File: config.mk
export PLATFORM = sky130hd
export DESIGN_NAME = rsp_mod_encoder
export DESIGN_NICKNAME = d
export VERILOG_FILES = /design/src/rtl/rsp_enc_pkg.sv /design/src/rtl/rsp_subcarrier_gen.sv /design/src/rtl/rsp_byte_hold.sv /design/src/rtl/rsp_frame_seq.sv /design/src/rtl/rsp_mod_encoder.sv
export SDC_FILE = /design/constraint.sdc
export NUM_CORES = 1
export LEC_CHECK = 0
export ABC_AREA = 1
export BUFFER_PORTS_ARGS = -buffer_cell sky130_fd_sc_hd__buf_4
export CORE_ASPECT_RATIO = 1.4
export CORE_MARGIN = 2
export CORE_UTILIZATION = 30
export DETAILED_ROUTE_END_ITERATION = 8
export SKIP_CTS_REPAIR_TIMING = 1
export SYNTH_ARGS = -nofsm -noshare
export SYNTH_HDL_FRONTEND = slang
export SYNTH_SLANG_ARGS = --single-unit
File: constraint.sdc
create_clock -name clk -period 3.3 [get_ports clk]
set_input_delay 0.66 -clock clk [delete_from_list [all_inputs] [get_ports clk]]
set_output_delay 0.66 -clock clk [all_outputs]
set_load 0.01 [all_outputs]
File: src/rtl/rsp_enc_pkg.sv
package rsp_enc_pkg;

    typedef enum logic [3:0] {
        ST_IDLE,
        ST_SOF_QUIET,
        ST_SOF_BURST,
        ST_SOF_LEAD,
        ST_SOF_TAIL,
        ST_BIT_FIRST,
        ST_BIT_SECOND,
        ST_WAIT,
        ST_EOF_LEAD,
        ST_EOF_TAIL,
        ST_EOF_BURST,
        ST_EOF_QUIET
    } frame_state_e;

    typedef enum logic {
        SEG_ALT  = 1'b0,
        SEG_MAIN = 1'b1
    } seg_kind_e;

    typedef struct packed {
        logic dual;
        logic slow;
        logic fast;
    } fmt_t;

    localparam int unsigned SLOW_FACTOR = 4;
    localparam int unsigned MARK_FACTOR = 3;

    function automatic int unsigned main_pulses(input fmt_t f, input int unsigned base);
        int unsigned n;
        n = f.slow ? base * SLOW_FACTOR : base;
        return f.fast ? (n >> 1) : n;
    endfunction

    function automatic int unsigned alt_pulses(input fmt_t f, input int unsigned base1,
                                               input int unsigned base2);
        if (f.dual) return f.slow ? base2 * SLOW_FACTOR : base2;
        return main_pulses(f, base1);
    endfunction

    function automatic seg_kind_e kind_of(input frame_state_e s, input logic b);
        case (s)
            ST_SOF_BURST, ST_SOF_TAIL,
            ST_EOF_LEAD, ST_EOF_BURST: return SEG_MAIN;
            ST_BIT_FIRST:              return b ? SEG_ALT : SEG_MAIN;
            ST_BIT_SECOND:             return b ? SEG_MAIN : SEG_ALT;
            default:                   return SEG_ALT;
        endcase
    endfunction

    function automatic logic is_triple(input frame_state_e s);
        return (s == ST_SOF_QUIET) || (s == ST_SOF_BURST) ||
               (s == ST_EOF_BURST) || (s == ST_EOF_QUIET);
    endfunction

endpackage

File: src/rtl/rsp_subcarrier_gen.sv
module rsp_subcarrier_gen #(
    parameter int unsigned SC1_HALF = 16,
    parameter int unsigned SC2_HALF = 14
) (
    input  logic clk,
    input  logic rst,
    input  logic run,
    input  logic alt_freq,
    output logic wave,
    output logic pulse_end
);
    localparam int unsigned HMAX  = (SC1_HALF > SC2_HALF) ? SC1_HALF : SC2_HALF;
    localparam int unsigned CW    = $clog2(2 * HMAX);
    localparam int unsigned LAST1 = 2 * SC1_HALF - 1;
    localparam int unsigned LAST2 = 2 * SC2_HALF - 1;

    logic [CW-1:0] cnt;
    logic [CW-1:0] half;
    logic [CW-1:0] last;

    always_comb begin
        half      = alt_freq ? CW'(SC2_HALF) : CW'(SC1_HALF);
        last      = alt_freq ? CW'(LAST2) : CW'(LAST1);
        pulse_end = run && (cnt == last);
        wave      = run && (cnt < half);
    end

    always_ff @(posedge clk) begin
        if (rst || !run || pulse_end) cnt <= '0;
        else                          cnt <= cnt + 1'b1;
    end

    a_r10_switch_on_boundary: assert property (@(posedge clk) disable iff (rst)
        (run && $past(run) && (alt_freq != $past(alt_freq))) |-> (cnt == '0));

endmodule

File: src/rtl/rsp_byte_hold.sv
module rsp_byte_hold #(
    parameter int unsigned BYTE_W = 8
) (
    input  logic              clk,
    input  logic              rst,
    input  logic              open,
    input  logic              clear,
    input  logic              take,
    input  logic              in_valid,
    input  logic [BYTE_W-1:0] in_data,
    input  logic              in_last,
    output logic              in_ready,
    output logic              full,
    output logic [BYTE_W-1:0] data,
    output logic              last
);
    logic got_last;
    logic accept;

    assign in_ready = open && !full && !got_last;
    assign accept   = in_ready && in_valid;

    always_ff @(posedge clk) begin
        if (rst || clear) begin
            full     <= 1'b0;
            got_last <= 1'b0;
            data     <= '0;
            last     <= 1'b0;
        end else begin
            if (accept) begin
                full <= 1'b1;
                data <= in_data;
                last <= in_last;
                if (in_last) got_last <= 1'b1;
            end else if (take) begin
                full <= 1'b0;
            end
        end
    end

    a_r9_hold_stable: assert property (@(posedge clk) disable iff (rst)
        (full && !take && !clear) |=> (full && $stable(data)));

endmodule

File: src/rtl/rsp_frame_seq.sv
module rsp_frame_seq
    import rsp_enc_pkg::*;
#(
    parameter int unsigned NP1    = 8,
    parameter int unsigned NP2    = 9,
    parameter int unsigned BYTE_W = 8
) (
    input  logic              clk,
    input  logic              rst,
    input  logic              start,
    input  fmt_t              fmt_in,
    input  logic              pulse_end,
    input  logic              hold_full,
    input  logic [BYTE_W-1:0] hold_data,
    input  logic              hold_last,
    output logic              take,
    output logic              launch,
    output logic              run,
    output logic              alt_freq,
    output seg_kind_e         kind,
    output logic              busy,
    output logic              done,
    output logic              illegal
);
    localparam int unsigned NPMAX   = (NP1 > NP2) ? NP1 : NP2;
    localparam int unsigned SEG_MAX = MARK_FACTOR * SLOW_FACTOR * NPMAX;
    localparam int unsigned SEG_W   = $clog2(SEG_MAX + 1);
    localparam int unsigned IDX_W   = $clog2(BYTE_W);

    frame_state_e      state, st_n;
    fmt_t              fmt, fmt_n;
    logic [SEG_W-1:0]  seg_left, left_n;
    logic [BYTE_W-1:0] shreg, sh_n;
    logic [IDX_W-1:0]  bit_idx, idx_n;
    logic              cur_last, last_n;
    logic              done_n, ill_n, fetch, seg_end;

    function automatic logic [SEG_W-1:0] seg_len(input frame_state_e s, input logic b,
                                                 input fmt_t f);
        int unsigned u;
        if (kind_of(s, b) == SEG_MAIN) u = main_pulses(f, NP1);
        else                           u = alt_pulses(f, NP1, NP2);
        if (is_triple(s)) u = u * MARK_FACTOR;
        return SEG_W'(u);
    endfunction

    always_comb begin
        kind     = kind_of(state, shreg[0]);
        run      = (state != ST_IDLE) && (state != ST_WAIT);
        alt_freq = fmt.dual && (kind == SEG_ALT);
        busy     = (state != ST_IDLE);
        seg_end  = pulse_end && (seg_left == SEG_W'(1));
        launch   = (state == ST_IDLE) && start && !(fmt_in.dual && fmt_in.fast);
    end

    always_comb begin
        st_n   = state;
        fmt_n  = fmt;
        left_n = seg_left;
        sh_n   = shreg;
        idx_n  = bit_idx;
        last_n = cur_last;
        done_n = 1'b0;
        ill_n  = 1'b0;
        fetch  = 1'b0;
        take   = 1'b0;
        if (pulse_end && !seg_end) left_n = seg_left - 1'b1;
        case (state)
            ST_IDLE: begin
                if (start) begin
                    fmt_n = fmt_in;
                    if (fmt_in.dual && fmt_in.fast) begin
                        ill_n = 1'b1;
                    end else begin
                        st_n   = ST_SOF_QUIET;
                        left_n = seg_len(ST_SOF_QUIET, 1'b0, fmt_in);
                    end
                end
            end
            ST_SOF_QUIET: if (seg_end) begin
                st_n   = ST_SOF_BURST;
                left_n = seg_len(ST_SOF_BURST, 1'b0, fmt);
            end
            ST_SOF_BURST: if (seg_end) begin
                st_n   = ST_SOF_LEAD;
                left_n = seg_len(ST_SOF_LEAD, 1'b0, fmt);
            end
            ST_SOF_LEAD: if (seg_end) begin
                st_n   = ST_SOF_TAIL;
                left_n = seg_len(ST_SOF_TAIL, 1'b0, fmt);
            end
            ST_SOF_TAIL: if (seg_end) fetch = 1'b1;
            ST_BIT_FIRST: if (seg_end) begin
                st_n   = ST_BIT_SECOND;
                left_n = seg_len(ST_BIT_SECOND, shreg[0], fmt);
            end
            ST_BIT_SECOND: if (seg_end) begin
                if (bit_idx == IDX_W'(BYTE_W - 1)) begin
                    if (cur_last) begin
                        st_n   = ST_EOF_LEAD;
                        left_n = seg_len(ST_EOF_LEAD, 1'b0, fmt);
                    end else begin
                        fetch = 1'b1;
                    end
                end else begin
                    sh_n   = shreg >> 1;
                    idx_n  = bit_idx + 1'b1;
                    st_n   = ST_BIT_FIRST;
                    left_n = seg_len(ST_BIT_FIRST, shreg[1], fmt);
                end
            end
            ST_WAIT: fetch = 1'b1;
            ST_EOF_LEAD: if (seg_end) begin
                st_n   = ST_EOF_TAIL;
                left_n = seg_len(ST_EOF_TAIL, 1'b0, fmt);
            end
            ST_EOF_TAIL: if (seg_end) begin
                st_n   = ST_EOF_BURST;
                left_n = seg_len(ST_EOF_BURST, 1'b0, fmt);
            end
            ST_EOF_BURST: if (seg_end) begin
                st_n   = ST_EOF_QUIET;
                left_n = seg_len(ST_EOF_QUIET, 1'b0, fmt);
            end
            ST_EOF_QUIET: if (seg_end) begin
                st_n   = ST_IDLE;
                done_n = 1'b1;
            end
            default: st_n = ST_IDLE;
        endcase
        if (fetch) begin
            if (hold_full) begin
                take   = 1'b1;
                sh_n   = hold_data;
                last_n = hold_last;
                idx_n  = '0;
                st_n   = ST_BIT_FIRST;
                left_n = seg_len(ST_BIT_FIRST, hold_data[0], fmt);
            end else begin
                st_n = ST_WAIT;
            end
        end
    end

    always_ff @(posedge clk) begin
        if (rst) begin
            state    <= ST_IDLE;
            fmt      <= '0;
            seg_left <= '0;
            shreg    <= '0;
            bit_idx  <= '0;
            cur_last <= 1'b0;
            done     <= 1'b0;
            illegal  <= 1'b0;
        end else begin
            state    <= st_n;
            fmt      <= fmt_n;
            seg_left <= left_n;
            shreg    <= sh_n;
            bit_idx  <= idx_n;
            cur_last <= last_n;
            done     <= done_n;
            illegal  <= ill_n;
        end
    end

    a_r6_done_after_frame: assert property (@(posedge clk) disable iff (rst)
        done |-> (!busy && $past(busy)));

    a_r8_illegal_stays_idle: assert property (@(posedge clk) disable iff (rst)
        illegal |-> (!busy && !run));

    a_r2_segment_countdown: assert property (@(posedge clk) disable iff (rst)
        (busy && pulse_end && (seg_left > SEG_W'(1))) |=> (seg_left == $past(seg_left) - 1'b1));

endmodule

File: src/rtl/rsp_mod_encoder.sv
module rsp_mod_encoder
    import rsp_enc_pkg::*;
#(
    parameter int unsigned SC1_HALF = 16,
    parameter int unsigned SC2_HALF = 14,
    parameter int unsigned NP1      = 8,
    parameter int unsigned NP2      = 9
) (
    input  logic       clk,
    input  logic       rst,
    input  logic       start_i,
    input  logic       dual_sc_i,
    input  logic       low_rate_i,
    input  logic       fast_i,
    input  logic [7:0] byte_i,
    input  logic       byte_valid_i,
    input  logic       byte_last_i,
    output logic       byte_ready_o,
    output logic       mod_o,
    output logic       busy_o,
    output logic       done_o,
    output logic       illegal_o
);
    localparam int unsigned BYTE_W = 8;

    fmt_t              fmt_in;
    logic              pulse_end, wave, run, alt_freq, take, launch;
    logic              hold_full, hold_last;
    logic [BYTE_W-1:0] hold_data;
    seg_kind_e         kind;

    assign fmt_in = '{dual: dual_sc_i, slow: low_rate_i, fast: fast_i};

    rsp_frame_seq #(.NP1(NP1), .NP2(NP2), .BYTE_W(BYTE_W)) u_seq (
        .clk       (clk),
        .rst       (rst),
        .start     (start_i),
        .fmt_in    (fmt_in),
        .pulse_end (pulse_end),
        .hold_full (hold_full),
        .hold_data (hold_data),
        .hold_last (hold_last),
        .take      (take),
        .launch    (launch),
        .run       (run),
        .alt_freq  (alt_freq),
        .kind      (kind),
        .busy      (busy_o),
        .done      (done_o),
        .illegal   (illegal_o)
    );

    rsp_subcarrier_gen #(.SC1_HALF(SC1_HALF), .SC2_HALF(SC2_HALF)) u_sc (
        .clk       (clk),
        .rst       (rst),
        .run       (run),
        .alt_freq  (alt_freq),
        .wave      (wave),
        .pulse_end (pulse_end)
    );

    rsp_byte_hold #(.BYTE_W(BYTE_W)) u_hold (
        .clk      (clk),
        .rst      (rst),
        .open     (busy_o),
        .clear    (launch),
        .take     (take),
        .in_valid (byte_valid_i),
        .in_data  (byte_i),
        .in_last  (byte_last_i),
        .in_ready (byte_ready_o),
        .full     (hold_full),
        .data     (hold_data),
        .last     (hold_last)
    );

    assign mod_o = wave && ((kind == SEG_MAIN) || alt_freq);

    a_r9_no_ready_when_idle: assert property (@(posedge clk) disable iff (rst)
        !busy_o |-> !byte_ready_o);

    a_r8_illegal_silent: assert property (@(posedge clk) disable iff (rst)
        illegal_o |-> (!mod_o && !byte_ready_o));

endmodule

==> impl_metrics.yaml <==
status:
  outcome: "completed"
grt:
  overflow: 0
  gr-usage-all-layers_pct: 17.2
  antenna_found_initial: 0
  first_global_vias: 3229
  grt_start_max_net_pins: 20
  grt_pass1_wl_um: 16000
route:
  avgViaCountPerCell: 5.04
  drt_iter0_drc: 196
  first_pass_iters: 4
  totalWireLength_um: 9930
  ant_nets: 0
  drc: 0
  vias: 3379
  routedWlPerCell_um: 14.8
sta:
  skew_ns: 0.00697
  fin_ws_ns: 0.241
  finalCriticalPeriod_ns: 3.06
  fmax_mhz: 327
  tightest_slew_ns: 0.850
  relSlewSlack_pct: 42.9
  setup-tns-final_ns: 0
  setup_violations: 0
  fin_hold_ws_ns: 0.450
  finalHoldViolCount: 0
  slew_viol_final: 0
  min_period_over_period_pct: 92.7
finish:
  final_common_cell: "nand2_1"
  mostFrequentLayoutCells: "nand2_1 (101), inv_1 (61), a21oi_1 (49), nor2_1 (47), o21ai_0 (46)"
  nFillCells: 1131
  layout-drive-gt1-share_pct: 16.4
  fin_util_pct: 37.1
  final_cells: 670
  n_antenna_cell: 0
  layout.nets: 566
  syn2layout_area_growth_pct: 19.9
  stdcell_area_sq_um: 3860
power:
  p_sw_share_pct: 45.5
  peakVddDrop_mv: 0.279
  leakage_nw: 1.74
  power_mw: 2.73
  pwr-share-seq_pct: 25.9
  p_switching_mw: 1.24
  clkPwrFrac_pct: 21.9
  powerDensity_nw_per_um2: 707
  cellInternalPower_mw: 1.49
  combPwrFrac_pct: 52.2
floorplanning:
  floorplan.rows: 44
  die_h_um: 127
  core-area_sq_um: 10400
  start_util_pct: 30.9
  die_x_um: 91.6
  die_area_sq_um: 11600
  pin_count: 21
logic_synthesis:
  synth_ff_type: "dfxtp_1"
  ys_seq_area_share_pct: 27.4
  synth_cell_type_count: 43
  synth_seq_cells: 44
  syn-num-nets: 524
  synth.avg_cell_area_sq_um: 6.58
  synth_warnings: 0
  syn-cell-area_sq_um: 3220
  synth_edf_count: 0
  syn_inst: 489
  synthArstFlopShare_pct: 0
critical_path:
  crit_buf_inv: 4
  cpLargestDelayFamily: "compound AO/OA/AOI/OAI gates"
  arrival_ns: 2.40
  cp-start-kind: "flop"
  endpoint_kind: "primary output"
  slowest_stage: "dfxtp_4"
  critPathMaxFanout: 6
  reg2regPathDepth: 26
  ff2ff_setup_slack_ns: 0.25
  critPathKind: "flop to primary output"
  regToRegEndpoint: "u_seq.seg_left[5]"
  cp_slowest_stage_delay_ns: 0.38
  crit_chain: "inv_1 > nor2_1 > inv_1 > o21ai_1 > nor2_1 > nand3_1 > nor2_2 > buf_4 > ha_1 > a21oi_1 > o211ai_1 > a31oi_1 > buf_4"
  crit_required_ns: 2.64
  r2r-start: "u_seq.state[0]"
placement:
  placed_area_sq_um: 3600
  dp_hpwl_um: 7940
  dp.cells: 654
  dp_slack_ns: 0.00894
  portBuffers: 20
  gp_congestion: 0.973
cts:
  cts-root-buf: "clkbuf_16"
  cts.path.max_buffers: 2
  clk_latency_ns: 0.29
  cts_tree: "built"
  htreeDepth: 2
  cts.sinks: 44
  clkTransAtPathRegs_ns: 0.07
  numCtsBuffers: 5
hold_path:
  hold_depth: 2
  hp-class: "flop to flop"
  hold_start: "u_seq.bit_idx[2]"
  worst_hold_path.endpoint: "u_seq.bit_idx[2]"
job:
  maxCapViolCount: 0
## sequential cells by signal, indices dropped and copies added (netlist names)
| register | cells |
|---|---|
| u_hold.data | 8 |
| u_hold.full | 1 |
| u_hold.got_last | 1 |
| u_hold.last | 1 |
| u_sc.cnt | 5 |
| u_seq.bit_idx | 3 |
| u_seq.cur_last | 1 |
| u_seq.done | 1 |
| u_seq.fmt | 3 |
| u_seq.illegal | 1 |
| u_seq.seg_left | 7 |
| u_seq.shreg | 8 |
| u_seq.state | 4 |
## worst register-to-register path: cells and delay by family, from the launching register on
kind            cells  cell delay [ns]
compound gates      3             0.32
flops               1             0.35
buf+inv             8             0.49
fa+ha+maj           1             0.30
simple gates       14             1.50
## worst max-delay path by stage
stage	from	slack, ns	cells past startpoint	to
detailed placement	u_seq.state[2]	0.009	23	u_seq.seg_left[5]
global route	u_seq.state[3]	-0.04	25	u_seq.seg_left[5]
global placement	u_seq.state[2]	0.05	23	u_seq.seg_left[5]
CTS	u_seq.state[2]	-0.01	23	u_seq.seg_left[5]
finish	u_seq.state[3]	0.24	13	mod_o
floorplan	u_seq.state[3]	0.45	24	u_seq.seg_left[5]
## logic make-up after synthesis
family,Yosys count,share of synthesized area (%)
AO/OA/AOI/OAI,117,20.1
adder cells (fa/ha/maj),19,7.85
flip-flops,44,27.4
multiplexers,1,0.311
buffers and inverters,76,9.64
AND/OR/NAND/NOR,219,31.2
XOR/XNOR,13,3.54
## layer usage
metal | track usage [%] | wire (um) | up-vias
li1 | - | - | 1690
met2 | 31.6 | 5130 | 100
met4 | 7.31 | 409 | 0
met3 | 2.55 | 362 | 29
met5 | 0 | 0 | -
met1 | 19.7 | 4030 | 1560
## area by class of cell
type	count	area [sq um]	area share [%]
Timing Repair Buffer	44	330	8.56
Clock inverter	3	46.3	1.20
Sequential cell	44	891	23.1
Multi-Input combinational cell	369	2040	52.8
Clock buffer	5	125	3.24
Tap cell	138	173	4.47
Inverter	67	255	6.61
## Yosys cell counts (2+ instances only)
cell type / n / share of area (%)
inv_1: 62 / 7.2
o21ai_0: 46 / 7.2
inv_2: 3 / 0.35
o211ai_1: 3 / 0.70
buf_2: 4 / 0.62
o22ai_1: 2 / 0.39
nand2_1: 101 / 12
nor2_4: 4 / 1.4
nand2_2: 6 / 1.2
nand3_1: 36 / 5.6
buf_6: 2 / 0.70
ha_1: 17 / 6.6
clkbuf_1: 2 / 0.23
a21oi_1: 49 / 7.6
nor2_1: 48 / 5.6
nand3b_1: 4 / 0.93
nor3_1: 5 / 0.78
o21ai_2: 3 / 0.82
o21ai_1: 2 / 0.31
fa_1: 2 / 1.2
a31oi_1: 3 / 0.58
nand4_1: 4 / 0.78
dfxtp_1: 44 / 27
nand2_4: 3 / 1.0
xnor2_1: 2 / 0.54
xor2_1: 11 / 3.0
nor2_2: 5 / 0.97
## power by group through the flow
stage	Combinational (mW)	Clock [mW]	Sequential, mW
floorplan	0.970	0	0.690
global placement	1.38	0	0.712
detailed placement	1.38	0	0.712
CTS	1.38	0.601	0.701
global route	1.59	0.623	0.719
finish	1.42	0.597	0.708
Note: power is estimated with default switching activity, not from simulation.
